File: config.mk
export PLATFORM = sky130hd
export DESIGN_NAME = txring_scanner
export DESIGN_NICKNAME = d
export VERILOG_FILES = /design/src/rtl/txring_pkg.sv /design/src/rtl/txring_desc_addr.sv /design/src/rtl/txring_len_conv.sv /design/src/rtl/txring_scanner.sv
export SDC_FILE = /design/constraint.sdc
export NUM_CORES = 1
export LEC_CHECK = 0
export BUFFER_PORTS_ARGS = -buffer_cell sky130_fd_sc_hd__clkbuf_2
export CORE_AREA = 4 4 92 180
export CTS_CLUSTER_DIAMETER = 50
export DETAILED_ROUTE_END_ITERATION = 8
export DIE_AREA = 0 0 96 184
export PLACE_DENSITY = 0.66
export SYNTH_ARGS = -nofsm -noshare
export SYNTH_HDL_FRONTEND = slang
export SYNTH_HIERARCHICAL = 1
export SYNTH_SLANG_ARGS = --single-unit
File: constraint.sdc
create_clock -name clk -period 3.5 [get_ports clk]
set_input_delay 0.875 -clock clk [delete_from_list [all_inputs] [get_ports clk]]
set_output_delay 0.875 -clock clk [all_outputs]
set_load 0.02 [all_outputs]
File: src/rtl/txring_pkg.sv
package txring_pkg;

    typedef enum logic [3:0] {
        ST_IDLE,
        ST_FLAGS,
        ST_LEN_HI,
        ST_LEN_LO,
        ST_ADR_TOP,
        ST_ADR_HI,
        ST_ADR_LO,
        ST_STREAM,
        ST_HANDBACK,
        ST_NEXT
    } scan_state_e;

    // byte offsets inside one descriptor
    localparam logic [2:0] OFS_ADR_HI  = 3'd0;
    localparam logic [2:0] OFS_ADR_LO  = 3'd1;
    localparam logic [2:0] OFS_FLAGS   = 3'd2;
    localparam logic [2:0] OFS_ADR_TOP = 3'd3;
    localparam logic [2:0] OFS_LEN_HI  = 3'd4;
    localparam logic [2:0] OFS_LEN_LO  = 3'd5;

    localparam logic [7:0] FLAGS_READY = 8'h83;
    localparam logic [7:0] FLAGS_DONE  = 8'h03;

endpackage

File: src/rtl/txring_desc_addr.sv
module txring_desc_addr #(
    parameter int AW       = 24,
    parameter int RING_LOG = 4
) (
    input  logic [AW-1:0]       base,
    input  logic [RING_LOG-1:0] idx,
    input  logic [2:0]          ofs,
    output logic [AW-1:0]       addr
);
    localparam int SPAN = RING_LOG + 3;

    logic [SPAN-1:0] rel;

    always_comb begin
        rel  = {idx, ofs};
        addr = base + AW'(rel);
    end
endmodule

File: src/rtl/txring_len_conv.sv
module txring_len_conv #(
    parameter int MAX_BYTES = 1544,
    parameter int CW        = $clog2(MAX_BYTES + 1)
) (
    input  logic [15:0]   stored,
    output logic [CW-1:0] count
);
    localparam logic [15:0] LIMIT = 16'(MAX_BYTES);

    logic [15:0] neg;

    always_comb begin
        neg = ~stored + 16'd1;
        if (neg > LIMIT) count = CW'(MAX_BYTES);
        else             count = neg[CW-1:0];
    end

    always_comb begin
        assert (count <= CW'(MAX_BYTES))
            else $error("a_r5_count_limit: count %0d above cap", count);
    end
endmodule

File: src/rtl/txring_scanner.sv
module txring_scanner
    import txring_pkg::*;
#(
    parameter int AW        = 24,
    parameter int RING_LOG  = 4,
    parameter int MAX_BYTES = 1544
) (
    input  logic                clk,
    input  logic                rst_n,
    input  logic [AW-1:0]       ring_base,
    input  logic                run,
    input  logic                kick,
    output logic                busy,
    output logic [RING_LOG-1:0] tx_ptr,
    output logic                mem_req,
    output logic                mem_we,
    output logic [AW-1:0]       mem_addr,
    output logic [7:0]          mem_wdata,
    input  logic                mem_ack,
    input  logic [7:0]          mem_rdata,
    output logic                tx_valid,
    output logic [7:0]          tx_data,
    output logic                tx_last,
    output logic                tint
);
    localparam int CW = $clog2(MAX_BYTES + 1);
    localparam int BW = 24;

    typedef struct packed {
        scan_state_e         state;
        logic [RING_LOG-1:0] idx;
        logic [RING_LOG-1:0] stop;
        logic [RING_LOG-1:0] ptr;
        logic [15:0]         len;
        logic [BW-1:0]       bufa;
        logic [CW-1:0]       cnt;
        logic [CW-1:0]       pos;
        logic                tv;
        logic [7:0]          td;
        logic                tl;
        logic                tint;
    } scan_t;

    scan_t s_q, s_d;

    logic [2:0]    ofs;
    logic [AW-1:0] desc_addr;
    logic [CW-1:0] count;

    txring_desc_addr #(.AW(AW), .RING_LOG(RING_LOG)) u_desc_addr (
        .base (ring_base),
        .idx  (s_q.idx),
        .ofs  (ofs),
        .addr (desc_addr)
    );

    txring_len_conv #(.MAX_BYTES(MAX_BYTES), .CW(CW)) u_len_conv (
        .stored (s_q.len),
        .count  (count)
    );

    always_comb begin
        s_d       = s_q;
        s_d.tv    = 1'b0;
        s_d.tl    = 1'b0;
        s_d.tint  = 1'b0;
        ofs       = OFS_FLAGS;
        mem_req   = 1'b0;
        mem_we    = 1'b0;
        mem_wdata = FLAGS_DONE;
        mem_addr  = desc_addr;

        unique case (s_q.state)
            ST_IDLE: begin
                if (kick && run) begin
                    s_d.idx   = s_q.ptr;
                    s_d.stop  = s_q.ptr - 1'b1;
                    s_d.state = ST_FLAGS;
                end
            end
            ST_FLAGS: begin
                mem_req = 1'b1;
                if (mem_ack)
                    s_d.state = (mem_rdata == FLAGS_READY) ? ST_LEN_HI : ST_NEXT;
            end
            ST_LEN_HI: begin
                ofs     = OFS_LEN_HI;
                mem_req = 1'b1;
                if (mem_ack) begin
                    s_d.len[15:8] = mem_rdata;
                    s_d.state     = ST_LEN_LO;
                end
            end
            ST_LEN_LO: begin
                ofs     = OFS_LEN_LO;
                mem_req = 1'b1;
                if (mem_ack) begin
                    s_d.len[7:0] = mem_rdata;
                    s_d.state    = ST_ADR_TOP;
                end
            end
            ST_ADR_TOP: begin
                ofs     = OFS_ADR_TOP;
                mem_req = 1'b1;
                if (mem_ack) begin
                    s_d.bufa[23:16] = mem_rdata;
                    s_d.state       = ST_ADR_HI;
                end
            end
            ST_ADR_HI: begin
                ofs     = OFS_ADR_HI;
                mem_req = 1'b1;
                if (mem_ack) begin
                    s_d.bufa[15:8] = mem_rdata;
                    s_d.state      = ST_ADR_LO;
                end
            end
            ST_ADR_LO: begin
                ofs     = OFS_ADR_LO;
                mem_req = 1'b1;
                if (mem_ack) begin
                    s_d.bufa[7:0] = mem_rdata;
                    s_d.cnt       = count;
                    s_d.pos       = '0;
                    s_d.state     = (count == '0) ? ST_HANDBACK : ST_STREAM;
                end
            end
            ST_STREAM: begin
                mem_req  = 1'b1;
                mem_addr = AW'(s_q.bufa) + AW'(s_q.pos);
                if (mem_ack) begin
                    s_d.tv  = 1'b1;
                    s_d.td  = mem_rdata;
                    s_d.tl  = (s_q.pos == s_q.cnt - 1'b1);
                    s_d.pos = s_q.pos + 1'b1;
                    if (s_q.pos == s_q.cnt - 1'b1) s_d.state = ST_HANDBACK;
                end
            end
            ST_HANDBACK: begin
                mem_req = 1'b1;
                mem_we  = 1'b1;
                if (mem_ack) begin
                    s_d.ptr   = s_q.ptr + 1'b1;
                    s_d.tint  = 1'b1;
                    s_d.state = ST_NEXT;
                end
            end
            ST_NEXT: begin
                if (s_q.idx + 1'b1 == s_q.stop) begin
                    s_d.state = ST_IDLE;
                end else begin
                    s_d.idx   = s_q.idx + 1'b1;
                    s_d.state = ST_FLAGS;
                end
            end
            default: s_d.state = ST_IDLE;
        endcase
    end

    always_ff @(posedge clk) begin
        if (!rst_n) s_q <= '{state: ST_IDLE, default: '0};
        else        s_q <= s_d;
    end

    assign busy     = (s_q.state != ST_IDLE);
    assign tx_ptr   = s_q.ptr;
    assign tx_valid = s_q.tv;
    assign tx_data  = s_q.td;
    assign tx_last  = s_q.tl;
    assign tint     = s_q.tint;

    // no memory traffic outside a scan
    a_r1_idle_quiet: assert property (@(posedge clk) disable iff (!rst_n)
        !busy |-> !mem_req);
    a_r2_stopped_no_scan: assert property (@(posedge clk) disable iff (!rst_n)
        (!run && !busy) |=> !busy);
    // request held stable until acknowledged
    a_r9_req_stable: assert property (@(posedge clk) disable iff (!rst_n)
        (mem_req && !mem_ack) |=> (mem_req && $stable(mem_addr) && $stable(mem_we)
                                   && $stable(mem_wdata)));
    // last marker only on a valid byte
    a_r4_last_needs_valid: assert property (@(posedge clk) disable iff (!rst_n)
        tx_last |-> tx_valid);
    // single-cycle interrupt, pointer steps only with it
    a_r6_tint_single: assert property (@(posedge clk) disable iff (!rst_n)
        tint |=> !tint);
    a_r6_ptr_step: assert property (@(posedge clk) disable iff (!rst_n)
        tint |-> (tx_ptr == $past(tx_ptr) + 1'b1));
    a_r6_ptr_hold: assert property (@(posedge clk) disable iff (!rst_n)
        !tint |-> $stable(tx_ptr));
    // the only write is the hand-back value
    a_r6_write_value: assert property (@(posedge clk) disable iff (!rst_n)
        (mem_req && mem_we) |-> (mem_wdata == FLAGS_DONE));
endmodule

# Yosys cells after proc, flatten, opt, wreduce, memory -nomap -nowiden
# Cells that the tools add are included.
# Widths: inputs -> output; s select.
[classes]
muxes = 25
bitwise_logic = 1
n_reduce_logical = 21
n_eq_ne = 23
magnitude_cmp = 1
n_addsub = 8
[ops]
columns = ["cell", "n"]
rows = [
  ["$mux 4", 12],
  ["$pmux 4 s10", 1],
  ["$add 24x11->24", 1],
  ["$add 24x7->24", 1],
  ["$mux 24", 1],
  ["$mux 11", 2],
  ["$ne 2x2->1 const B", 11],
  ["$pmux 11 s2", 1],
  ["$mux 21", 1],
  ["$reduce_and 2->1", 10],
  ["$add 16x1->16 const B", 1],
  ["$eq 4x3->1 const B", 4],
  ["$gt 16x11->1 const B", 1],
  ["$not 16->16", 1],
  ["$pmux 3 s5", 1],
  ["$mux 12", 1],
  ["$add 11x1->11 const B", 1],
  ["$eq 11x11->1", 1],
  ["$logic_not 11->1", 1],
  ["$sub 11x1->11 const B", 1],
  ["$reduce_and 10->1", 1],
  ["$reduce_and 3->1", 3],
  ["$add 4x1->4 const B", 2],
  ["$eq 4x2->1 const B", 2],
  ["other kinds (12)", 17],
]
[totals]
reg_bits = 89
in_bits = 37

# Depth between registers and ports, before layout
[depth]
word_depth = 8
ltp_mapped = 14
mapped_depth_nobuf = 13

# Hierarchy
# Netlist, hierarchy kept.
[modules_own_cells]
columns = ["module", "n_inst", "seq_area_each_um2", "area_per_inst_um2", "cells_per_inst"]
rows = [
  ["txring_scanner", 1, 1781.7, 5596.6, 722],
  ["txring_desc_addr", 1, 0.0, 630.6, 78],
  ["txring_len_conv", 1, 0.0, 494.2, 69],
]

# Worst setup path before layout
# Ideal clock, no wire load.
[synth_path]
path_type = "register -> output"
from = "register s_q[85] (netlist name)"
to = "output port mem_addr[12]"
path_stages_with_launch = 14
arrival_ns = 2.950
path_slack_ns = -0.325
path_cell_list = "dfxtp_1 > clkbuf_1 > clkbuf_1 > nand2b_1 > a21oi_1 > ha_1 > fa_1 > a211oi_1 > o21ai_2 > a21oi_2 > nor3b_1 > xor2_1 > a211oi_1 > nand3_1"
[synth_between]
elab_chain_cells = 4
elab_cells_between_ends = 9
[synth_lines]
columns = ["item", "line_no", "text"]
rows = [
  ["start: declaration", "txring_scanner.sv:44", "scan_t s_q, s_d;"],
  ["start signal: assignment", "txring_scanner.sv:161", "if (!rst_n) s_q <= '{state: ST_IDLE, default: '0};"],
  ["start signal: assignment", "txring_scanner.sv:162", "else s_q <= s_d;"],
  ["$eq 4x3->1 or $eq 4x2->1 (tied branches)", "txring_scanner.sv:73", "unique case (s_q.state)"],
  ["$pmux 3 s5 (*)", "txring_scanner.sv:73", ""],
  ["named net ofs[0]", "txring_scanner.sv:46", "logic [2:0] ofs;"],
  ["$add 24x7->24 (*)", "txring_desc_addr.sv:16", "addr = base + AW'(rel);"],
  ["named net desc_addr[12]", "txring_scanner.sv:47", "logic [AW-1:0] desc_addr;"],
  ["$mux 24 (*)", "txring_scanner.sv:73", ""],
  ["end: declaration", "txring_scanner.sv:17", "output logic [AW-1:0] mem_addr,"],
]
# The timed path passes the listed nets; every way through them passes the cells marked *.

# Worst setup path in the final report
[layout_path]
from = "input port ring_base[0]"
to = "output port mem_addr[22]"
[layout_between]
elab_chain_cells = 2
[layout_lines]
columns = ["item", "line_no", "text"]
rows = [
  ["start: declaration", "txring_scanner.sv:10", "input logic [AW-1:0] ring_base,"],
  ["$add 24x7->24", "txring_desc_addr.sv:16", ""],
  ["named net desc_addr[22]", "txring_scanner.sv:47", ""],
  ["$mux 24", "txring_scanner.sv:73", ""],
]
# The timed path passes the listed nets, and every way through them passes these cells.

==> summary.md <==
| Metric | Value |
|---|---|
| Top_reg_cell synth | dfxtp_1 |
| Rows | 64 |
| Top-area cell type share of the netlist area | 26.51% |
| Share of layout cells above drive strength 1 | 27.20% |
| Initial antenna violation count | 0 |
| Crit path DAT | around 2800 ps |
| Largest family of logic cells by synthesized area | simple AND/OR/NAND/NOR gates |
| Count of pins over their slew limit | 0 |
| Core area | about 15000 sq um |
| Buffers on Ports | 78 |
| Fin nets | 1036 |
| Synth Area in XOR/XNOR | under 10% |
| # H-tree levels | 3 |
| Most common cell after layout, fill and taps aside | nand2_1 |
| CP Capture Type | output pin |
| Hold_buf cts | 0 |
| First-pass GRT wire length | approximately 33 mm |
| Hold crit path type | flip-flop to flip-flop |
| Peak VDD IR | 0.4044 mV |
| Final hold violations | 0 |
| Simple-gate share of the synthesized area | 28.56% |
| Largest cells by area after synthesis | dfxtp_1 (27%), nand2_1 (6.8%), mux2i_1 (6.0%) |
| Synth Area in Adders | 5.063% |
| WL final | 21.02 mm |
| First drt pass iteration count | 5 |
| Register Area | ~1800 sq um |
| # diodes | 0 |
| Multi-input gate area | 4982 sq um |
| Worst-Margin Slew | approximately 930 ps |
| Detail Placement HPWL | 16.03 mm |
| Final clock skew | ~4.4 ps |
| CTS Sinks | 89 |
| Commonest non-fill, non-tap cells in the layout | nand2_1 (115), nor2_1 (85), dfxtp_1 (81) |
| Die Y | between 150 and 200 um |
| Total CTS buffers | 9 |
| Tmin final | around 3700 ps |
| Die area | 17660 sq um |
| Async set-or-reset flop fraction in the synthesized netlist | 0% |
| RSZ-0062 raised after global routing | true |
| Post-synth top area cell | dfxtp_1 |
| Cells after Synth | 869 |
| Status | finished, violations left |
| Gpl congestion | roughly 0.9 |
| Violated checks | negative setup slack |
| Avg Vias per Cell | 5.768 |
| Post-synth EDFFs | 0 |
| Area grow syn2layout | 26.28% |
| Kind of critical path | primary input to output pin |
| Data required time of the worst path | 2620 ps |
| Post-route antenna net violation count | 0 |
| Largest net degree at the start of global routing | 39 |
| Worst-Skew Late Latency | 340 ps |
| Yosys cell types | slightly above 80 |
| Number of remaining DRC errors | 0 |
| Grt ovf | 0 |
| Pwr/cell area | 445.3 nW/um^2 |
| Hold Slack | 455.3 ps |
| GRT Total Usage | 24.23% |
| Die width | ~96 um |
| Top Ports | 87 |
| Max Cap Violations | 0 |
| Proportion of synthesized area in mux cells | 6.627% |
| Final setup violating endpoints | 15 |
| Sequential share of the synthesized area | 26.51% |
| FMAX | about 0.27 GHz |
| Syn_area_per_cell | 7.735 sq um |
| Initial core utilization | 43.95% |
| #FFs+latches synth | slightly below 90 |
| Fillers | 1474 |
| CP Launch Type | primary input |
| Vias in the first global route | 6732 |
| CTS tree | done |
| Final WS setup | -170.9 ps |
| Clk slew on worst S/H paths | approximately 60 ps |
| Final period util | 104.9% |
| Largest fanout on the critical path | 5 |
| Slew margin rel. | a little under two fifths |
| Pleak | 3.557 nW |
| DR vias | 6783 |
| Synthesis warning total | 6 |
| Routed wire length per instance | about 18 um |
| CTS Root Cell | clkbuf_16 |
| Clk buf depth | 2 |
| Synth Area in Compound Gates | between 10% and 20% |
| Design Power | 0.003780 W |
| Iter 0 DRT Violations | 320 |
| Mapped Area | approximately 6700 sq um |
stage by stage:
| step | utilization [%] | setup WS (ps) | cell area (sq um) | instances | TNS, ps |
|---|---|---|---|---|---|
| 2_1_floorplan | - | 9.056 | 6773 | 875 | 0 |
| 3_3_place_gp | 49.17 | -224.6 | 7520 | 1144 | -1902 |
| 3_5_place_dp | 49.17 | -232.8 | 7520 | 1144 | -2505 |
| 4_1_cts | 53.36 | -203.6 | 8162 | 1169 | -1346 |
| 5_1_grt | 55.50 | -321.2 | 8488 | 1176 | -3451 |
| 6_report | 55.50 | -170.9 | 8488 | 1176 | -1677 |
registers in the layout (all words and copies together), names as in the netlist:
register and cells:
s_q 74, tx_data 8, tx_ptr 4, tint 1, tx_last 1, tx_valid 1
path summary, 6_finish.rpt:
check,slack [ps],startpoint,to,depth (start not counted)
max,-170,ring_base[0],mem_addr[22],12
min,460,tx_data[3]$_SDFFE_PN0P_,tx_data[3]$_SDFFE_PN0P_,2
max reg2reg,190,s_q[58]$_SDFFE_PN0P_,s_q[88]$_SDFFE_PN0P_,15
min reg2reg,460,tx_data[3]$_SDFFE_PN0P_,tx_data[3]$_SDFFE_PN0P_,2
cells by family after synthesis:
kind of cell | count (synthesis)
and+or+nand+nor | 380
AOI/OAI and AO/OA | 191
DFF | 89
buffers and inverters | 84
xor gates and xnor gates | 53
muxes | 44
adders and majority gates | 26
other | 2
metal layers:
layer	share of wire (%)	track usage, %	up-vias
met1	35	24.11	3191
li1	-	-	3313
met2	55	45.58	209
met3	3.5	2.048	70
met5	0	0	-
met4	6.3	16.08	0
critical path, stage by stage:
cell and delay [ps]:
clkbuf_8 120, ha_4 160, fa_2 370, a211oi_4 210, o21ai_2 110, a21oi_4 250, buf_6 160, nor3_2 50
xor2_1 160, nand2_1 70, o31ai_1 80, buf_4 180
report_power, final:
group,switching (W),internal (W),total (W)
Combinational,0.000921,0.000693,0.00161
Sequential,0.0000806,0.00108,0.00116
Clock,0.000409,0.000596,0.00101
Total,0.00141,0.00237,0.00378
final cells by class:
class / instances / share of cell area, %
inverter: 21 / 0.9287
tap: 198 / 2.919
sequential: 89 / 21.20
clock inverter: 5 / 0.7370
clock buffer: 11 / 2.978
timing repair buffer: 150 / 12.54
multi-input combinational: 702 / 58.70
timing repair:
action	CTS	global route
setup endpoints to repair	17	22
gates resized for setup	60	64
pin swaps	34	26
buffers inserted	10	8
Yosys cell counts, types with 4 or more instances:
cell,number
dfxtp_1,89
nand3_1,28
o31a_1,4
or4_1,4
a211o_1,4
o31ai_1,13
xor2_1,24
and3_1,11
xnor2_1,27
nand2_1,121
nand4_2,4
ha_1,24
or3_1,8
mux2_2,4
a22oi_1,6
nor3_1,37
nor2b_1,8
nand2b_1,7
o21ai_0,20
o211ai_1,9
buf_4,22
a211oi_1,16
a21oi_1,56
a21o_1,8
clkbuf_1,31
o211a_1,5
o21ai_1,4
nor4_1,10
a31oi_1,6
nor3b_1,6
nor2_1,87
and2_1,7
inv_1,20
nand4_1,14
buf_2,5
buf_1,4
mux2i_1,40
o21a_1,7
Power figures use the tool's default switching activity.
